[src/rtl/acu_pkg.sv]
package acu_pkg;
  typedef enum logic [2:0] {
    OP_ADD_PAIR = 3'd0,
    OP_SUB_PAIR = 3'd1,
    OP_ADD_ACC  = 3'd2,
    OP_SUB_ACC  = 3'd3,
    OP_ADD_CY   = 3'd4,
    OP_SUB_CY   = 3'd5
  } acu_op_e;
endpackage

[src/rtl/acu_rst_sync.sv]
module acu_rst_sync #(
  parameter int STAGES = 2
) (
  input  logic clk,
  input  logic rst_n,
  output logic rst_ok
);
  logic [STAGES-1:0] chain_q;
  logic [STAGES-1:0] chain_d;

  always_comb chain_d = {chain_q[STAGES-2:0], 1'b1};

  always_ff @(posedge clk or negedge rst_n) begin
    if (!rst_n) chain_q <= '0;
    else        chain_q <= chain_d;
  end

  assign rst_ok = chain_q[STAGES-1];
endmodule

[src/rtl/acu_operand_sel.sv]
module acu_operand_sel
  import acu_pkg::*;
#(
  parameter int DATA_W = 24,
  parameter int ACC_W  = 56
) (
  input  logic [2:0]        op_i,
  input  logic [DATA_W-1:0] hi_i,
  input  logic [DATA_W-1:0] lo_i,
  input  logic [ACC_W-1:0]  acc_src_i,
  output logic [ACC_W-1:0]  opnd_o,
  output logic              sub_o,
  output logic              use_flag_o,
  output logic              valid_o
);
  localparam int PAIR_W = 2 * DATA_W;
  localparam int EXT_W  = ACC_W - PAIR_W;

  logic [ACC_W-1:0] pair_ext;

  generate
    if (EXT_W > 0) begin : g_ext
      assign pair_ext = {{EXT_W{hi_i[DATA_W-1]}}, hi_i, lo_i};
    end else begin : g_noext
      assign pair_ext = ACC_W'({hi_i, lo_i});
    end
  endgenerate

  always_comb begin
    opnd_o     = pair_ext;
    sub_o      = 1'b0;
    use_flag_o = 1'b0;
    valid_o    = 1'b1;
    case (acu_op_e'(op_i))
      OP_ADD_PAIR: ;
      OP_SUB_PAIR: sub_o = 1'b1;
      OP_ADD_ACC:  opnd_o = acc_src_i;
      OP_SUB_ACC: begin
        opnd_o = acc_src_i;
        sub_o  = 1'b1;
      end
      OP_ADD_CY:   use_flag_o = 1'b1;
      OP_SUB_CY: begin
        sub_o      = 1'b1;
        use_flag_o = 1'b1;
      end
      default:     valid_o = 1'b0;
    endcase
  end
endmodule

[src/rtl/acu_addsub.sv]
module acu_addsub #(
  parameter int ACC_W = 56
) (
  input  logic [ACC_W-1:0] a_i,
  input  logic [ACC_W-1:0] b_i,
  input  logic             sub_i,
  input  logic             flag_i,
  output logic [ACC_W-1:0] res_o,
  output logic             flag_o
);
  localparam int SUM_W = ACC_W + 1;

  logic [ACC_W-1:0] b_eff;
  logic             cin;
  logic [SUM_W-1:0] sum;

  always_comb begin
    b_eff  = sub_i ? ~b_i : b_i;
    cin    = sub_i ? ~flag_i : flag_i;
    sum    = {1'b0, a_i} + {1'b0, b_eff} + SUM_W'(cin);
    res_o  = sum[ACC_W-1:0];
    flag_o = sub_i ? ~sum[ACC_W] : sum[ACC_W];
  end
endmodule

[src/rtl/acc_carry_unit.sv]
module acc_carry_unit #(
  parameter int DATA_W = 24,
  parameter int ACC_W  = 56
) (
  input  logic              clk,
  input  logic              rst_n,
  input  logic              en_i,
  input  logic [2:0]        op_i,
  input  logic [DATA_W-1:0] hi_i,
  input  logic [DATA_W-1:0] lo_i,
  input  logic [ACC_W-1:0]  acc_i,
  input  logic [ACC_W-1:0]  acc_src_i,
  output logic [ACC_W-1:0]  acc_o,
  output logic              carry_o
);
  logic             rst_ok;
  logic [ACC_W-1:0] opnd;
  logic             sub;
  logic             use_flag;
  logic             op_valid;
  logic [ACC_W-1:0] sum;
  logic             flag_out;
  logic [ACC_W-1:0] acc_d, acc_q;
  logic             cy_d, cy_q;
  logic             commit;

  acu_rst_sync #(.STAGES(2)) u_rst (
    .clk    (clk),
    .rst_n  (rst_n),
    .rst_ok (rst_ok)
  );

  acu_operand_sel #(.DATA_W(DATA_W), .ACC_W(ACC_W)) u_sel (
    .op_i       (op_i),
    .hi_i       (hi_i),
    .lo_i       (lo_i),
    .acc_src_i  (acc_src_i),
    .opnd_o     (opnd),
    .sub_o      (sub),
    .use_flag_o (use_flag),
    .valid_o    (op_valid)
  );

  acu_addsub #(.ACC_W(ACC_W)) u_core (
    .a_i    (acc_i),
    .b_i    (opnd),
    .sub_i  (sub),
    .flag_i (use_flag & cy_q),
    .res_o  (sum),
    .flag_o (flag_out)
  );

  always_comb begin
    commit = en_i & op_valid;
    acc_d  = acc_q;
    cy_d   = cy_q;
    if (commit) begin
      acc_d = sum;
      cy_d  = flag_out;
    end
  end

  always_ff @(posedge clk or negedge rst_ok) begin
    if (!rst_ok) begin
      acc_q <= '0;
      cy_q  <= 1'b0;
    end else begin
      acc_q <= acc_d;
      cy_q  <= cy_d;
    end
  end

  assign acc_o   = acc_q;
  assign carry_o = cy_q;
endmodule

[config.mk]
export PLATFORM = sky130hd
export DESIGN_NAME = acc_carry_unit
export DESIGN_NICKNAME = d
export VERILOG_FILES = /design/src/rtl/acu_pkg.sv /design/src/rtl/acu_rst_sync.sv /design/src/rtl/acu_operand_sel.sv /design/src/rtl/acu_addsub.sv /design/src/rtl/acc_carry_unit.sv
export SDC_FILE = /design/constraint.sdc
export NUM_CORES = 1
export LEC_CHECK = 0
export BUFFER_PORTS_ARGS = -buffer_cell sky130_fd_sc_hd__buf_2
export CAP_MARGIN = 40
export CELL_PAD_IN_SITES_DETAIL_PLACEMENT = 1
export CELL_PAD_IN_SITES_GLOBAL_PLACEMENT = 2
export CORE_ASPECT_RATIO = 0.75
export CORE_UTILIZATION = 30
export CTS_BUF_LIST = sky130_fd_sc_hd__clkbuf_2 sky130_fd_sc_hd__clkbuf_4 sky130_fd_sc_hd__clkbuf_8
export CTS_CLUSTER_DIAMETER = 30
export DETAILED_ROUTE_END_ITERATION = 8
export PLACE_DENSITY = 0.88
export SYNTH_ARGS = -nofsm -noshare
export SYNTH_HDL_FRONTEND = slang
export SYNTH_HIERARCHICAL = 1
export SYNTH_SLANG_ARGS = --single-unit
[constraint.sdc]
create_clock -name clk -period 5.1 [get_ports clk]
set_clock_uncertainty 0.1 [all_clocks]
set_input_delay 0.51 -clock clk [delete_from_list [all_inputs] [get_ports clk]]
set_output_delay 0.51 -clock clk [all_outputs]
set_load 0.005 [all_outputs]
==> flow_metrics.py <==
metrics = {
    "status": {
        "status": "finished, final reports clean",
    },
    "setup_path": {
        "crit_arrival_ns": 4.61,
        "path_delay_family": "compound AO/OA/AOI/OAI gates",
        "path_cells": "buf_2, nand2b_4, buf_4, mux2_4, xor2_1, ha_1, and4_1, a211oi_1, or4b_1, a311oi_2, nor4_1, o22ai_1, o21ai_1, xor2_1, mux2_2",
        "r2r_slack_ns": 0.94,
        "path_max_fanout": 11,
        "reg2reg_depth": 15,
        "worstSetupStartpointType": "input pin",
        "reg2reg_from": "carry_o",
        "path_buf_inv": 2,
        "worstReg2RegEnd": "acc_o[54]",
        "crit_type": "in2reg",
        "slowest_stage": "or4b_1",
        "cp-end-kind": "flip-flop",
        "cp_common_cell": "xor2_1",
        "worstPathRequired_ns": 5.23,
        "cp_slowest_stage_delay_ns": 0.60,
    },
    "global_routing": {
        "grt_usage_pct": 18.35,
        "grt_pass1_vias": 6494,
        "antenna_found_initial": 0,
        "grt_max_degree": 58,
        "overflow": 0,
        "grt_pass1_wl_um": 34480,
    },
    "cells_and_area": {
        "diodes": 0,
        "stdcell_count": 1246,
        "nets": 1165,
        "area_growth_pct": 22.56,
        "drive_gt1_share_pct": 39.53,
    },
    "logic_synthesis": {
        "async_flop_share_pct": 100.0,
        "synth_ff_type": "dfrtp_1",
        "ys_top_cells_by_count": "xor2_1 (78), mux2_4 (70), dfrtp_1 (59)",
        "yosysUniqueCellTypes": 61,
        "synth_edf_count": 0,
        "netlist_instances": 736,
        "syn-num-nets": 959,
        "synth.most_common_cell": "xor2_1",
        "yosysTopAreaCellShare_pct": 21.03,
        "yosysTopAreaCell": "dfrtp_1",
        "syn_area_um2": 7020,
        "ys_top_cells_by_area": "dfrtp_1 (21%), mux2_4 (15%), ha_1 (9.8%)",
        "postSynthAreaPerCell_um2": 9.539,
        "ys_seq_area_share_pct": 21.03,
        "yosysWarnings": 6,
        "ys_ff_latch": 59,
    },
    "clock_tree": {
        "post_cts_buffers": 0,
        "cts-resized-gates": 0,
        "clk_pin_slew_ns": 0.07,
        "postCtsHoldBufs": 1,
        "htree_levels": 3,
        "cts_tree": "built",
        "cts_made_buffers": 9,
        "root_buffer": "clkbuf_8",
        "clkLatencyLatePin_ns": 0.35,
        "cts_buffer_depth": 2,
        "cts.sinks": 59,
    },
    "route": {
        "first_iter_violations": 301,
        "detail-route-antenna-nets": 0,
        "viasPerCell": 5.007,
        "remaining_drc_errors": 0,
        "wl_um": 21970,
        "drtPass1Iterations": 4,
        "routedWlPerCell_um": 17.63,
        "vias": 6239,
    },
    "die": {
        "dieArea_um2": 24020,
        "chipWidth_um": 178.6,
        "floorplan.rows": 48,
        "die_h_um": 134.5,
        "io_pins": 223,
        "start_util_pct": 30.52,
        "core_um2": 23000,
    },
    "hold_path": {
        "whs_path_depth": 0,
        "holdPathEnd": "u_rst/chain_q[1]",
        "min_from": "u_rst/chain_q[0]",
        "hold_class": "reg2reg",
    },
    "timing": {
        "finalSetupViolations": 0,
        "min_period_over_period_pct": 87.77,
        "tns_ns": 0,
        "period_minus_slack_ns": 4.476,
        "slew_violations": 0,
        "hold_viol": 0,
        "worst-slew-pin-transition_ns": 0.8172,
        "slew_headroom_pct": 45.52,
        "fmax_mhz": 223.4,
        "rsz0062_at_grt": "false",
    },
    "power": {
        "power_density_nw_per_um2": 349.3,
        "vdd_drop_max_mv": 0.08630,
        "p_leak_uw": 0.004274,
    },
    "place": {
        "portBuffers": 222,
        "dp_cells": 1230,
        "gp_congestion": 0.8523,
        "place_hpwl_um": 18270,
    },
    "flow_run": {
        "drv_cap": 0,
    },
}
==> worst max path at each step <==
stage | startpoint | to | slack, ns | depth (start not counted)
CTS | op_i[2] | acc_o[53] | 0.67 | 15
finish | op_i[2] | acc_o[53] | 0.62 | 15
global placement | op_i[2] | acc_o[53] | 0.33 | 15
floorplan | op_i[1] | acc_o[51] | 0.74 | 17
detailed placement | op_i[2] | acc_o[53] | 0.31 | 15
global route | op_i[2] | acc_o[54] | 0.39 | 17
==> cell type report <==
cell class / count / area, um^2
Fill cell: 2732 / 14400
Multi-Input combinational cell: 624 / 5249
Sequential cell: 59 / 1478
Timing Repair Buffer: 234 / 1249
Tap cell: 300 / 375.4
Clock buffer: 13 / 166.4
Inverter: 14 / 52.55
Clock inverter: 2 / 35.03
==> worst register-to-register path, stage by stage, from the launching register on <==
cell and delay (ns):
dfrtp_1 0.42, and2_1 0.19, xor2_1 0.16, fa_1 0.41, inv_1 0.09, fa_1 0.19
nand2b_1 0.14, a21oi_1 0.09, nor4_1 0.51, o21ai_2 0.22, a31oi_1 0.46, o21ai_1 0.23
nand4_1 0.22, a41oi_1 0.17, xor2_1 0.17, mux2_2 0.26
==> flip-flops by register name, indices dropped and copies added, names as in the netlist <==
signal         flops
u_rst/chain_q      2
carry_o            1
acc_o             56
==> stage by stage <==
stage	area (um^2)	util [%]	total power [uW]	setup slack [ns]	hold WS, ns
after floorplan	7020	-	1931	0.7383	0.1144
after global placement	8366	36.37	2523	0.3329	0.1970
after detailed placement	8393	36.49	2567	0.3058	0.2013
after CTS	8605	37.41	3045	0.6695	0.2621
after global routing	8605	37.41	3237	0.3861	0.2802
final	8605	37.41	3005	0.6235	0.2587
==> where the power goes <==
part	internal (uW)	switching, uW	total (uW)
sequential	692	139	830
combinational	863	856	1720
clock	260	196	456
==> metal layers <==
| metal | vias up | track usage (%) | wire length, um |
|---|---|---|---|
| met4 | 0 | 5.697 | 402 |
| met1 | 2959 | 26.77 | 11150 |
| met5 | - | 0 | 0 |
| li1 | 3091 | - | - |
| met2 | 167 | 27.43 | 9330 |
| met3 | 22 | 2.872 | 1081 |
==> cells by family after synthesis <==
group / synth area share, %
xor gates and xnor gates: 13.85
DFF: 21.03
buffers and inverters: 4.349
adders and majority gates: 10.37
other: 0.05342
muxes: 22.01
and+or+nand+nor: 11.01
AOI/OAI and AO/OA: 17.32
==> cells in the final DEF (no fill, tap or decap), types with 6 or more instances in the layout <==
cell type / netlist / final
nand2_1: 53 / 52
inv_1: 14 / 14
mux2_2: 43 / 43
o31ai_1: 6 / 6
nor2b_1: 6 / 6
xor2_1: 78 / 78
nand2b_1: 7 / 7
buf_4: 0 / 8
ha_1: 55 / 55
nand4_1: 18 / 18
o21a_1: 10 / 10
clkbuf_8: 0 / 11
nand3_1: 9 / 9
a31oi_1: 9 / 9
a21o_1: 28 / 28
a21oi_1: 57 / 57
nor2_1: 33 / 33
mux2_4: 70 / 70
buf_2: 3 / 222
o21ai_1: 10 / 10
o21ai_0: 23 / 23
o21bai_1: 9 / 9
xnor2_1: 33 / 33
dfrtp_1: 59 / 58
No activity file was read; power rests on OpenSTA's default activity.
